## config.mk

```make
export PLATFORM = sky130hd
export DESIGN_NAME = blkdma_seq
export DESIGN_NICKNAME = d
export VERILOG_FILES = /design/src/rtl/dmaseq_pkg.sv /design/src/rtl/dmaseq_cfg.sv /design/src/rtl/dmaseq_port_mux.sv /design/src/rtl/dmaseq_idle_timer.sv /design/src/rtl/dmaseq_engine.sv /design/src/rtl/blkdma_seq.sv
export SDC_FILE = /design/constraint.sdc
export NUM_CORES = 1
export LEC_CHECK = 0
export ABC_AREA = 1
export BUFFER_PORTS_ARGS = -buffer_cell sky130_fd_sc_hd__clkbuf_2
export CORE_MARGIN = 1.5
export CORE_UTILIZATION = 51
export DETAILED_ROUTE_END_ITERATION = 12
export PLACE_DENSITY = 0.87
export SLEW_MARGIN = 20
export SYNTH_ARGS = -nofsm -noshare
export SYNTH_HDL_FRONTEND = slang
export SYNTH_SLANG_ARGS = --single-unit
export TNS_END_PERCENT = 30
```

## constraint.sdc

```tcl
create_clock -name clk -period 1.6 [get_ports clk]
set_input_delay 0.32 -clock clk [delete_from_list [all_inputs] [get_ports clk]]
set_output_delay 0.32 -clock clk [all_outputs]
set_load 0.005 [all_outputs]
```

## src/rtl/dmaseq_pkg.sv

```systemverilog
package dmaseq_pkg;

   typedef enum logic [2:0] {
      DIR_NONE    = 3'd0,
      DIR_SD_IN   = 3'd1,
      DIR_SD_OUT  = 3'd2,
      DIR_USB_IN  = 3'd3,
      DIR_USB_OUT = 3'd4
   } dir_e;

   typedef enum logic [2:0] {
      ST_IDLE,
      ST_IN,
      ST_RD_REQ,
      ST_RD_WAIT,
      ST_SEND_HI,
      ST_SEND_LO
   } eng_st_e;

   localparam logic [1:0] SEL_LEN  = 2'd0;
   localparam logic [1:0] SEL_BASE = 2'd1;
   localparam logic [1:0] SEL_CMD  = 2'd2;

   function automatic logic dir_is_in(input dir_e d);
      return (d == DIR_SD_IN) || (d == DIR_USB_IN);
   endfunction

endpackage

```

## src/rtl/dmaseq_cfg.sv

```systemverilog
module dmaseq_cfg
   import dmaseq_pkg::*;
#(
   parameter int CFG_W  = 16,
   parameter int LEN_W  = 16,
   parameter int BASE_W = 16
) (
   input  logic              clk,
   input  logic              rst_n,
   input  logic              cfg_we,
   input  logic [1:0]        cfg_sel,
   input  logic [CFG_W-1:0]  cfg_wdata,
   input  logic              busy,
   output logic [LEN_W-1:0]  len_q,
   output logic [BASE_W-1:0] base_q,
   output logic              start,
   output dir_e              start_dir
);

   logic code_ok;

   always_ff @(posedge clk) begin
      if (!rst_n) begin
         len_q  <= '0;
         base_q <= '0;
      end else if (cfg_we) begin
         if (cfg_sel == SEL_LEN)  len_q  <= cfg_wdata[LEN_W-1:0];
         if (cfg_sel == SEL_BASE) base_q <= cfg_wdata[BASE_W-1:0];
      end
   end

   always_comb begin
      code_ok   = (cfg_wdata >= CFG_W'(1)) && (cfg_wdata <= CFG_W'(4));
      start     = cfg_we && (cfg_sel == SEL_CMD) && code_ok && !busy;
      start_dir = dir_e'(cfg_wdata[2:0]);
   end

endmodule

```

## src/rtl/dmaseq_port_mux.sv

```systemverilog
module dmaseq_port_mux
   import dmaseq_pkg::*;
(
   input  dir_e        dir,
   input  logic        in_ready,
   input  logic        out_valid,
   input  logic [7:0]  out_data,
   output logic        in_valid,
   output logic [7:0]  in_data,
   output logic        out_ready,
   input  logic        sd_rx_valid,
   input  logic [7:0]  sd_rx_data,
   output logic        sd_rx_ready,
   output logic        sd_tx_valid,
   output logic [7:0]  sd_tx_data,
   input  logic        sd_tx_ready,
   input  logic        usb_rx_valid,
   input  logic [7:0]  usb_rx_data,
   output logic        usb_rx_ready,
   output logic        usb_tx_valid,
   output logic [7:0]  usb_tx_data,
   input  logic        usb_tx_ready
);

   localparam int NPORT = 2;

   logic [NPORT-1:0] sel_in, sel_out;
   logic [NPORT-1:0] p_rx_valid, p_rx_ready, p_tx_valid, p_tx_ready;

   assign p_rx_valid = {usb_rx_valid, sd_rx_valid};
   assign p_tx_ready = {usb_tx_ready, sd_tx_ready};

   for (genvar g = 0; g < NPORT; g++) begin : g_port
      localparam dir_e IN_C  = (g == 0) ? DIR_SD_IN  : DIR_USB_IN;
      localparam dir_e OUT_C = (g == 0) ? DIR_SD_OUT : DIR_USB_OUT;
      assign sel_in[g]     = (dir == IN_C);
      assign sel_out[g]    = (dir == OUT_C);
      assign p_rx_ready[g] = in_ready  & sel_in[g];
      assign p_tx_valid[g] = out_valid & sel_out[g];
   end

   assign in_valid     = |(p_rx_valid & sel_in);
   assign in_data      = sel_in[1] ? usb_rx_data : sd_rx_data;
   assign out_ready    = |(p_tx_ready & sel_out);
   assign sd_rx_ready  = p_rx_ready[0];
   assign usb_rx_ready = p_rx_ready[1];
   assign sd_tx_valid  = p_tx_valid[0];
   assign usb_tx_valid = p_tx_valid[1];
   assign sd_tx_data   = out_data;
   assign usb_tx_data  = out_data;

endmodule

```

## src/rtl/dmaseq_idle_timer.sv

```systemverilog
module dmaseq_idle_timer #(
   parameter int TIMEOUT_CYCLES = 4096
) (
   input  logic clk,
   input  logic rst_n,
   input  logic start,
   input  logic waiting,
   input  logic hs,
   output logic expire
);

   localparam int TMR_W = (TIMEOUT_CYCLES > 2) ? $clog2(TIMEOUT_CYCLES) : 1;
   localparam logic [TMR_W-1:0] LAST = TMR_W'(TIMEOUT_CYCLES - 1);

   logic [TMR_W-1:0] cnt;

   assign expire = waiting && !hs && !start && (cnt == LAST);

   always_ff @(posedge clk) begin
      if (!rst_n) cnt <= '0;
      else if (start || !waiting || hs || expire) cnt <= '0;
      else cnt <= cnt + TMR_W'(1);
   end

endmodule

```

## src/rtl/dmaseq_engine.sv

```systemverilog
module dmaseq_engine
   import dmaseq_pkg::*;
#(
   parameter int LEN_W      = 16,
   parameter int BASE_W     = 16,
   parameter int BLK_SH     = 9,
   parameter int UNIT_SH    = 11,
   parameter bit BIG_ENDIAN = 1'b1
) (
   input  logic                       clk,
   input  logic                       rst_n,
   input  logic                       start,
   input  dir_e                       start_dir,
   input  logic [LEN_W-1:0]           len,
   input  logic [BASE_W-1:0]          base,
   input  logic                       expire,
   input  logic                       in_valid,
   input  logic [7:0]                 in_data,
   output logic                       in_ready,
   input  logic                       out_ready,
   output logic                       out_valid,
   output logic [7:0]                 out_data,
   output logic                       mem_wr,
   output logic                       mem_rd,
   output logic [BASE_W+UNIT_SH-1:0]  mem_addr,
   output logic [15:0]                mem_wdata,
   input  logic [15:0]                mem_rdata,
   output logic                       busy,
   output logic                       timeout,
   output logic                       waiting,
   output logic                       hs,
   output dir_e                       dir
);

   localparam int ADDR_W = BASE_W + UNIT_SH;
   localparam int LEFT_W = LEN_W + BLK_SH;

   eng_st_e           state;
   logic [LEFT_W-1:0] left;
   logic [ADDR_W-1:0] cur_addr;
   logic [7:0]        hold;
   logic              phase;
   logic [15:0]       word_q;
   logic              wr_q;
   logic [15:0]       wdata_q;
   logic              tmo_q;
   dir_e              dir_q;
   logic [15:0]       packed_word;
   logic [7:0]        first_byte, second_byte;

   if (BIG_ENDIAN) begin : g_be
      assign packed_word = {hold, in_data};
      assign first_byte  = word_q[15:8];
      assign second_byte = word_q[7:0];
   end else begin : g_le
      assign packed_word = {in_data, hold};
      assign first_byte  = word_q[7:0];
      assign second_byte = word_q[15:8];
   end

   assign busy      = (state != ST_IDLE);
   assign in_ready  = (state == ST_IN);
   assign out_valid = (state == ST_SEND_HI) || (state == ST_SEND_LO);
   assign out_data  = (state == ST_SEND_HI) ? first_byte : second_byte;
   assign mem_rd    = (state == ST_RD_REQ);
   assign mem_wr    = wr_q;
   assign mem_wdata = wdata_q;
   assign mem_addr  = cur_addr;
   assign timeout   = tmo_q;
   assign dir       = dir_q;
   assign waiting   = in_ready || out_valid;
   assign hs        = in_ready ? in_valid : (out_valid && out_ready);

   always_ff @(posedge clk) begin
      if (!rst_n) begin
         state    <= ST_IDLE;
         left     <= '0;
         cur_addr <= '0;
         hold     <= '0;
         phase    <= 1'b0;
         word_q   <= '0;
         wr_q     <= 1'b0;
         wdata_q  <= '0;
         tmo_q    <= 1'b0;
         dir_q    <= DIR_NONE;
      end else begin
         wr_q <= 1'b0;
         if (wr_q || state == ST_RD_REQ) cur_addr <= cur_addr + ADDR_W'(2);
         if (start) begin
            left     <= {len, {BLK_SH{1'b1}}};
            cur_addr <= {base, {UNIT_SH{1'b0}}};
            phase    <= 1'b0;
            tmo_q    <= 1'b0;
            dir_q    <= start_dir;
            state    <= dir_is_in(start_dir) ? ST_IN : ST_RD_REQ;
         end else if (expire) begin
            state <= ST_IDLE;
            tmo_q <= 1'b1;
         end else begin
            unique case (state)
               ST_IN: if (in_valid) begin
                  left <= left - LEFT_W'(1);
                  if (!phase) begin
                     hold  <= in_data;
                     phase <= 1'b1;
                  end else begin
                     wr_q    <= 1'b1;
                     wdata_q <= packed_word;
                     phase   <= 1'b0;
                  end
                  if (left == '0) state <= ST_IDLE;
               end
               ST_RD_REQ:  state <= ST_RD_WAIT;
               ST_RD_WAIT: begin
                  word_q <= mem_rdata;
                  state  <= ST_SEND_HI;
               end
               ST_SEND_HI: if (out_ready) begin
                  left  <= left - LEFT_W'(1);
                  state <= ST_SEND_LO;
               end
               ST_SEND_LO: if (out_ready) begin
                  left  <= left - LEFT_W'(1);
                  state <= (left == '0) ? ST_IDLE : ST_RD_REQ;
               end
               default: state <= ST_IDLE;
            endcase
         end
      end
   end

endmodule

```

## src/rtl/blkdma_seq.sv

```systemverilog
module blkdma_seq
   import dmaseq_pkg::*;
#(
   parameter int CFG_W          = 16,
   parameter int LEN_W          = 16,
   parameter int BASE_W         = 16,
   parameter int BLOCK_BYTES    = 512,
   parameter int UNIT_BYTES     = 2048,
   parameter int TIMEOUT_CYCLES = 4096,
   parameter bit BIG_ENDIAN     = 1'b1
) (
   input  logic                                    clk,
   input  logic                                    rst_n,
   input  logic                                    cfg_we,
   input  logic [1:0]                              cfg_sel,
   input  logic [CFG_W-1:0]                        cfg_wdata,
   output logic                                    stat_busy,
   output logic                                    stat_timeout,
   input  logic                                    sd_rx_valid,
   input  logic [7:0]                              sd_rx_data,
   output logic                                    sd_rx_ready,
   output logic                                    sd_tx_valid,
   output logic [7:0]                              sd_tx_data,
   input  logic                                    sd_tx_ready,
   input  logic                                    usb_rx_valid,
   input  logic [7:0]                              usb_rx_data,
   output logic                                    usb_rx_ready,
   output logic                                    usb_tx_valid,
   output logic [7:0]                              usb_tx_data,
   input  logic                                    usb_tx_ready,
   output logic                                    mem_wr,
   output logic                                    mem_rd,
   output logic [BASE_W+$clog2(UNIT_BYTES)-1:0]    mem_addr,
   output logic [15:0]                             mem_wdata,
   input  logic [15:0]                             mem_rdata
);

   localparam int BLK_SH  = $clog2(BLOCK_BYTES);
   localparam int UNIT_SH = $clog2(UNIT_BYTES);

   if (BLOCK_BYTES < 2 || (BLOCK_BYTES & (BLOCK_BYTES - 1)) != 0) begin : g_bad_blk
      $error("BLOCK_BYTES must be a power of two of at least 2");
   end
   if (UNIT_BYTES < 2 || (UNIT_BYTES & (UNIT_BYTES - 1)) != 0) begin : g_bad_unit
      $error("UNIT_BYTES must be a power of two of at least 2");
   end
   if (TIMEOUT_CYCLES < 2) begin : g_bad_tmo
      $error("TIMEOUT_CYCLES must be at least 2");
   end
   if (CFG_W < LEN_W || CFG_W < BASE_W || CFG_W < 3) begin : g_bad_cfg
      $error("CFG_W too narrow for the programmed fields");
   end

   logic              cmd_start;
   dir_e              start_dir, cur_dir;
   logic [LEN_W-1:0]  len_q;
   logic [BASE_W-1:0] base_q;
   logic              expire, waiting, hs;
   logic              in_valid, in_ready, out_valid, out_ready;
   logic [7:0]        in_data, out_data;

   dmaseq_cfg #(.CFG_W(CFG_W), .LEN_W(LEN_W), .BASE_W(BASE_W)) u_cfg (
      .clk       (clk),
      .rst_n     (rst_n),
      .cfg_we    (cfg_we),
      .cfg_sel   (cfg_sel),
      .cfg_wdata (cfg_wdata),
      .busy      (stat_busy),
      .len_q     (len_q),
      .base_q    (base_q),
      .start     (cmd_start),
      .start_dir (start_dir)
   );

   dmaseq_idle_timer #(.TIMEOUT_CYCLES(TIMEOUT_CYCLES)) u_timer (
      .clk     (clk),
      .rst_n   (rst_n),
      .start   (cmd_start),
      .waiting (waiting),
      .hs      (hs),
      .expire  (expire)
   );

   dmaseq_engine #(
      .LEN_W(LEN_W), .BASE_W(BASE_W), .BLK_SH(BLK_SH),
      .UNIT_SH(UNIT_SH), .BIG_ENDIAN(BIG_ENDIAN)
   ) u_engine (
      .clk       (clk),
      .rst_n     (rst_n),
      .start     (cmd_start),
      .start_dir (start_dir),
      .len       (len_q),
      .base      (base_q),
      .expire    (expire),
      .in_valid  (in_valid),
      .in_data   (in_data),
      .in_ready  (in_ready),
      .out_ready (out_ready),
      .out_valid (out_valid),
      .out_data  (out_data),
      .mem_wr    (mem_wr),
      .mem_rd    (mem_rd),
      .mem_addr  (mem_addr),
      .mem_wdata (mem_wdata),
      .mem_rdata (mem_rdata),
      .busy      (stat_busy),
      .timeout   (stat_timeout),
      .waiting   (waiting),
      .hs        (hs),
      .dir       (cur_dir)
   );

   dmaseq_port_mux u_mux (
      .dir          (cur_dir),
      .in_ready     (in_ready),
      .out_valid    (out_valid),
      .out_data     (out_data),
      .in_valid     (in_valid),
      .in_data      (in_data),
      .out_ready    (out_ready),
      .sd_rx_valid  (sd_rx_valid),
      .sd_rx_data   (sd_rx_data),
      .sd_rx_ready  (sd_rx_ready),
      .sd_tx_valid  (sd_tx_valid),
      .sd_tx_data   (sd_tx_data),
      .sd_tx_ready  (sd_tx_ready),
      .usb_rx_valid (usb_rx_valid),
      .usb_rx_data  (usb_rx_data),
      .usb_rx_ready (usb_rx_ready),
      .usb_tx_valid (usb_tx_valid),
      .usb_tx_data  (usb_tx_data),
      .usb_tx_ready (usb_tx_ready)
   );

endmodule

```

==> flow_summary.toml <==
[placement]
dp_worst_setup_slack_ns = -0.274
dpl_cell_area_um2 = 9030
io_buffers = 122
routabilityCongestion = 0.922
post-dp-hpwl_mm = 16.5

[route]
wl_per_cell_um = 18.1
drt_iter0_drc = 1072
viasPerCell = 5.91
first_pass_iters = 6
wirelength_mm = 28.0
vias = 9140
drc = 0
ant_nets = 0

[global_routing]
antenna_found_initial = 0
gr-usage-all-layers_pct = 35.8
grt_overflow_total = 0
grt_pass1_wl_mm = 42.1
grt_pass1_vias = 8714
grt_start_max_net_pins = 36

[floorplanning]
die_y_um = 123
core_um2 = 14000
start_util_pct = 52.5
die_w_um = 123
ios = 124
fp-row-count = 43
dieArea_um2 = 15100

[setup_path]
reg2regPathDepth = 13
path_class = "flip-flop to output pin"
cp.arrival_ns = 1.71
required_ns = 1.28
end_kind = "output pin"
r2r-start = "u_engine.state[0]"
reg2reg_to = "u_engine.state[1]"
cp-start-kind = "flip-flop"
crit_fanout = 3
reg2reg_slack_ns = -0.42

[worst_hold_path]
hold_end = "u_engine.word_q[15]"
hp-class = "input port to flip-flop"
whs_path_depth = 3
hold_start = "mem_rdata[15]"

[clocking]
clock_latency_ns = 0.44
clk_path_buf_depth = 2
clk_pin_slew_ns = 0.07
cts_tree = "built"
cts_made_buffers = 17
htreeDepth = 4
clock-sinks = 144
holdBufCountCts = 0
cts-root-buf = "clkbuf_16"

[finish]
final_cell_mix = "223 x nand2_1, 151 x nor2_1, 141 x buf_4"
drive_gt1_share_pct = 30.5
finalNetCount = 1414
area_growth_pct = 38.4
num_antenna_cells = 0
final_common_cell = "nand2_1"
post-route-cell-area_um2 = 10200

[yosys]
ys_seq_elements = 144
synthCells = 1095
syn-num-nets = 1155
synth_ff_type = "dfxtp_1"
async_reset_ff_share_pct = 0
yosysUniqueCellTypes = 42
ys_seq_area_share_pct = 39.3
syn_area_um2 = 7340
synth_edf_count = 0
synth_warnings = 0
syn_avg_cell_area_um2 = 6.70

[sta]
min_period_ns = 2.03
fin_worst_skew_ns = 0.0125
fin_crit_sh_pct = 127
rsz0062_at_grt = "yes"
fmax_mhz = 493
setup_slack_ns = -0.427
drv_slew = 0
finalSetupViolCount = 104
final_hold_viol_count = 0

[run]
drv_cap = 0

[power]
power_density_nw_per_um2 = 928
leakagePower_nw = 4.83
worst_ir_drop_vdd_mv = 1.16

[status]
status = "complete, but fails checks"
violations = "negative setup slack"
[sequential cells by signal (all words and copies together), names as in the netlist]
| register | count |
|---|---|
| u_engine.mem_wdata | 16 |
| u_engine.timeout | 1 |
| u_engine.left | 25 |
| u_cfg.len_q | 16 |
| u_cfg.base_q | 16 |
| u_timer.cnt | 12 |
| u_engine.hold | 8 |
| u_engine.phase | 1 |
| u_engine.mem_wr | 1 |
| u_engine.word_q | 16 |
| u_engine.dir | 3 |
| u_engine.state | 3 |
| u_engine.mem_addr | 26 |
[area by class of cell]
class	count	area [µm²]
inverter	123	482
clock buffer	22	474
tap	180	225
fill	947	3830
sequential	144	2900
timing repair buffer	284	1970
clock inverter	9	61.3
multi-input combinational	784	4050
[report_power, final]
part           total [W]  switching (W)  internal, W
clock            0.00370        0.00161      0.00209
sequential       0.00374      0.0000730      0.00367
combinational    0.00199        0.00106     0.000930
[metrics by stage]
step	hold slack (ns)	utilization [%]	cells	TNS, ns	total power [W]
after global routing	0.127	72.6	1546	-32.57	0.00965
after global placement	0.440	64.6	1490	-8.96	0.00500
after detailed placement	0.445	64.6	1490	-11.80	0.00504
after floorplan	0.418	-	1095	-0.0177	0.00438
after CTS	0.110	71.2	1539	-11.05	0.00904
final	0.103	72.6	1546	-23.60	0.00943
[routing by layer]
layer | wire [µm] | part of all wire [%] | track usage, %
met3 | 2950 | 11 | 11.0
met4 | 1920 | 6.9 | 21.3
met5 | 0 | 0 | 0
met1 | 9870 | 35 | 39.1
met2 | 13300 | 47 | 61.1
[Yosys cell counts (6+ instances only)]
library cell  instances  share of area (%)
xnor2_1               6               0.72
xor2_1               18                2.1
nand4_1              20                1.7
clkbuf_1             21                1.1
nor2_1              161                8.2
a21oi_1              87                5.9
nand2_1             243                 12
o21ai_1               8               0.55
mux2_2                8                1.2
nor3_1               19                1.3
inv_1               111                5.7
dfxtp_1             144                 39
inv_2                 9               0.46
nor2_2                6               0.51
o21ai_0              81                5.5
buf_2                 9               0.61
nand3_1              77                5.3
buf_4                12                1.2
[worst max-delay path by stage]
stage                     cells past startpoint               endpoint                  from  slack [ns]
after global placement                       12  u_engine.mem_addr[24]          cfg_wdata[0]       -0.25
after floorplan                              10  u_engine.mem_addr[19]  u_engine.mem_addr[2]       -0.01
after global routing                         13      u_engine.state[1]     u_engine.state[0]       -0.64
final                                         6            sd_rx_ready     u_engine.state[2]       -0.43
after CTS                                     9          sd_tx_data[0]     u_engine.state[2]       -0.35
after detailed placement                      9      u_engine.left[24]         cfg_wdata[11]       -0.27
[repair_timing]
item	4_1_cts	5_1_grt
setup buffers	17	7
hold endpoints to repair	0	0
endpoints found under the setup margin	95	118
gates resized for setup	71	46
pin swaps	17	14
gates cloned	2	0
[critical path: stages, from the launching register on]
cell	delay (ns)
dfxtp_4	0.37
buf_6	0.13
nor3_4	0.18
inv_2	0.09
nor4_4	0.22
buf_4	0.19
buf_6	0.09
[logic make-up after synthesis]
kind of cell,Yosys count,share of synthesized area (%)
fa+ha+maj,3,0.511
buf+inv,168,9.60
flops,144,39.3
mux,8,1.23
compound gates,191,13.5
other cells,1,0.0511
xor+xnor,24,2.86
simple gates,556,33.0
No activity file was read; power rests on OpenSTA's default activity.
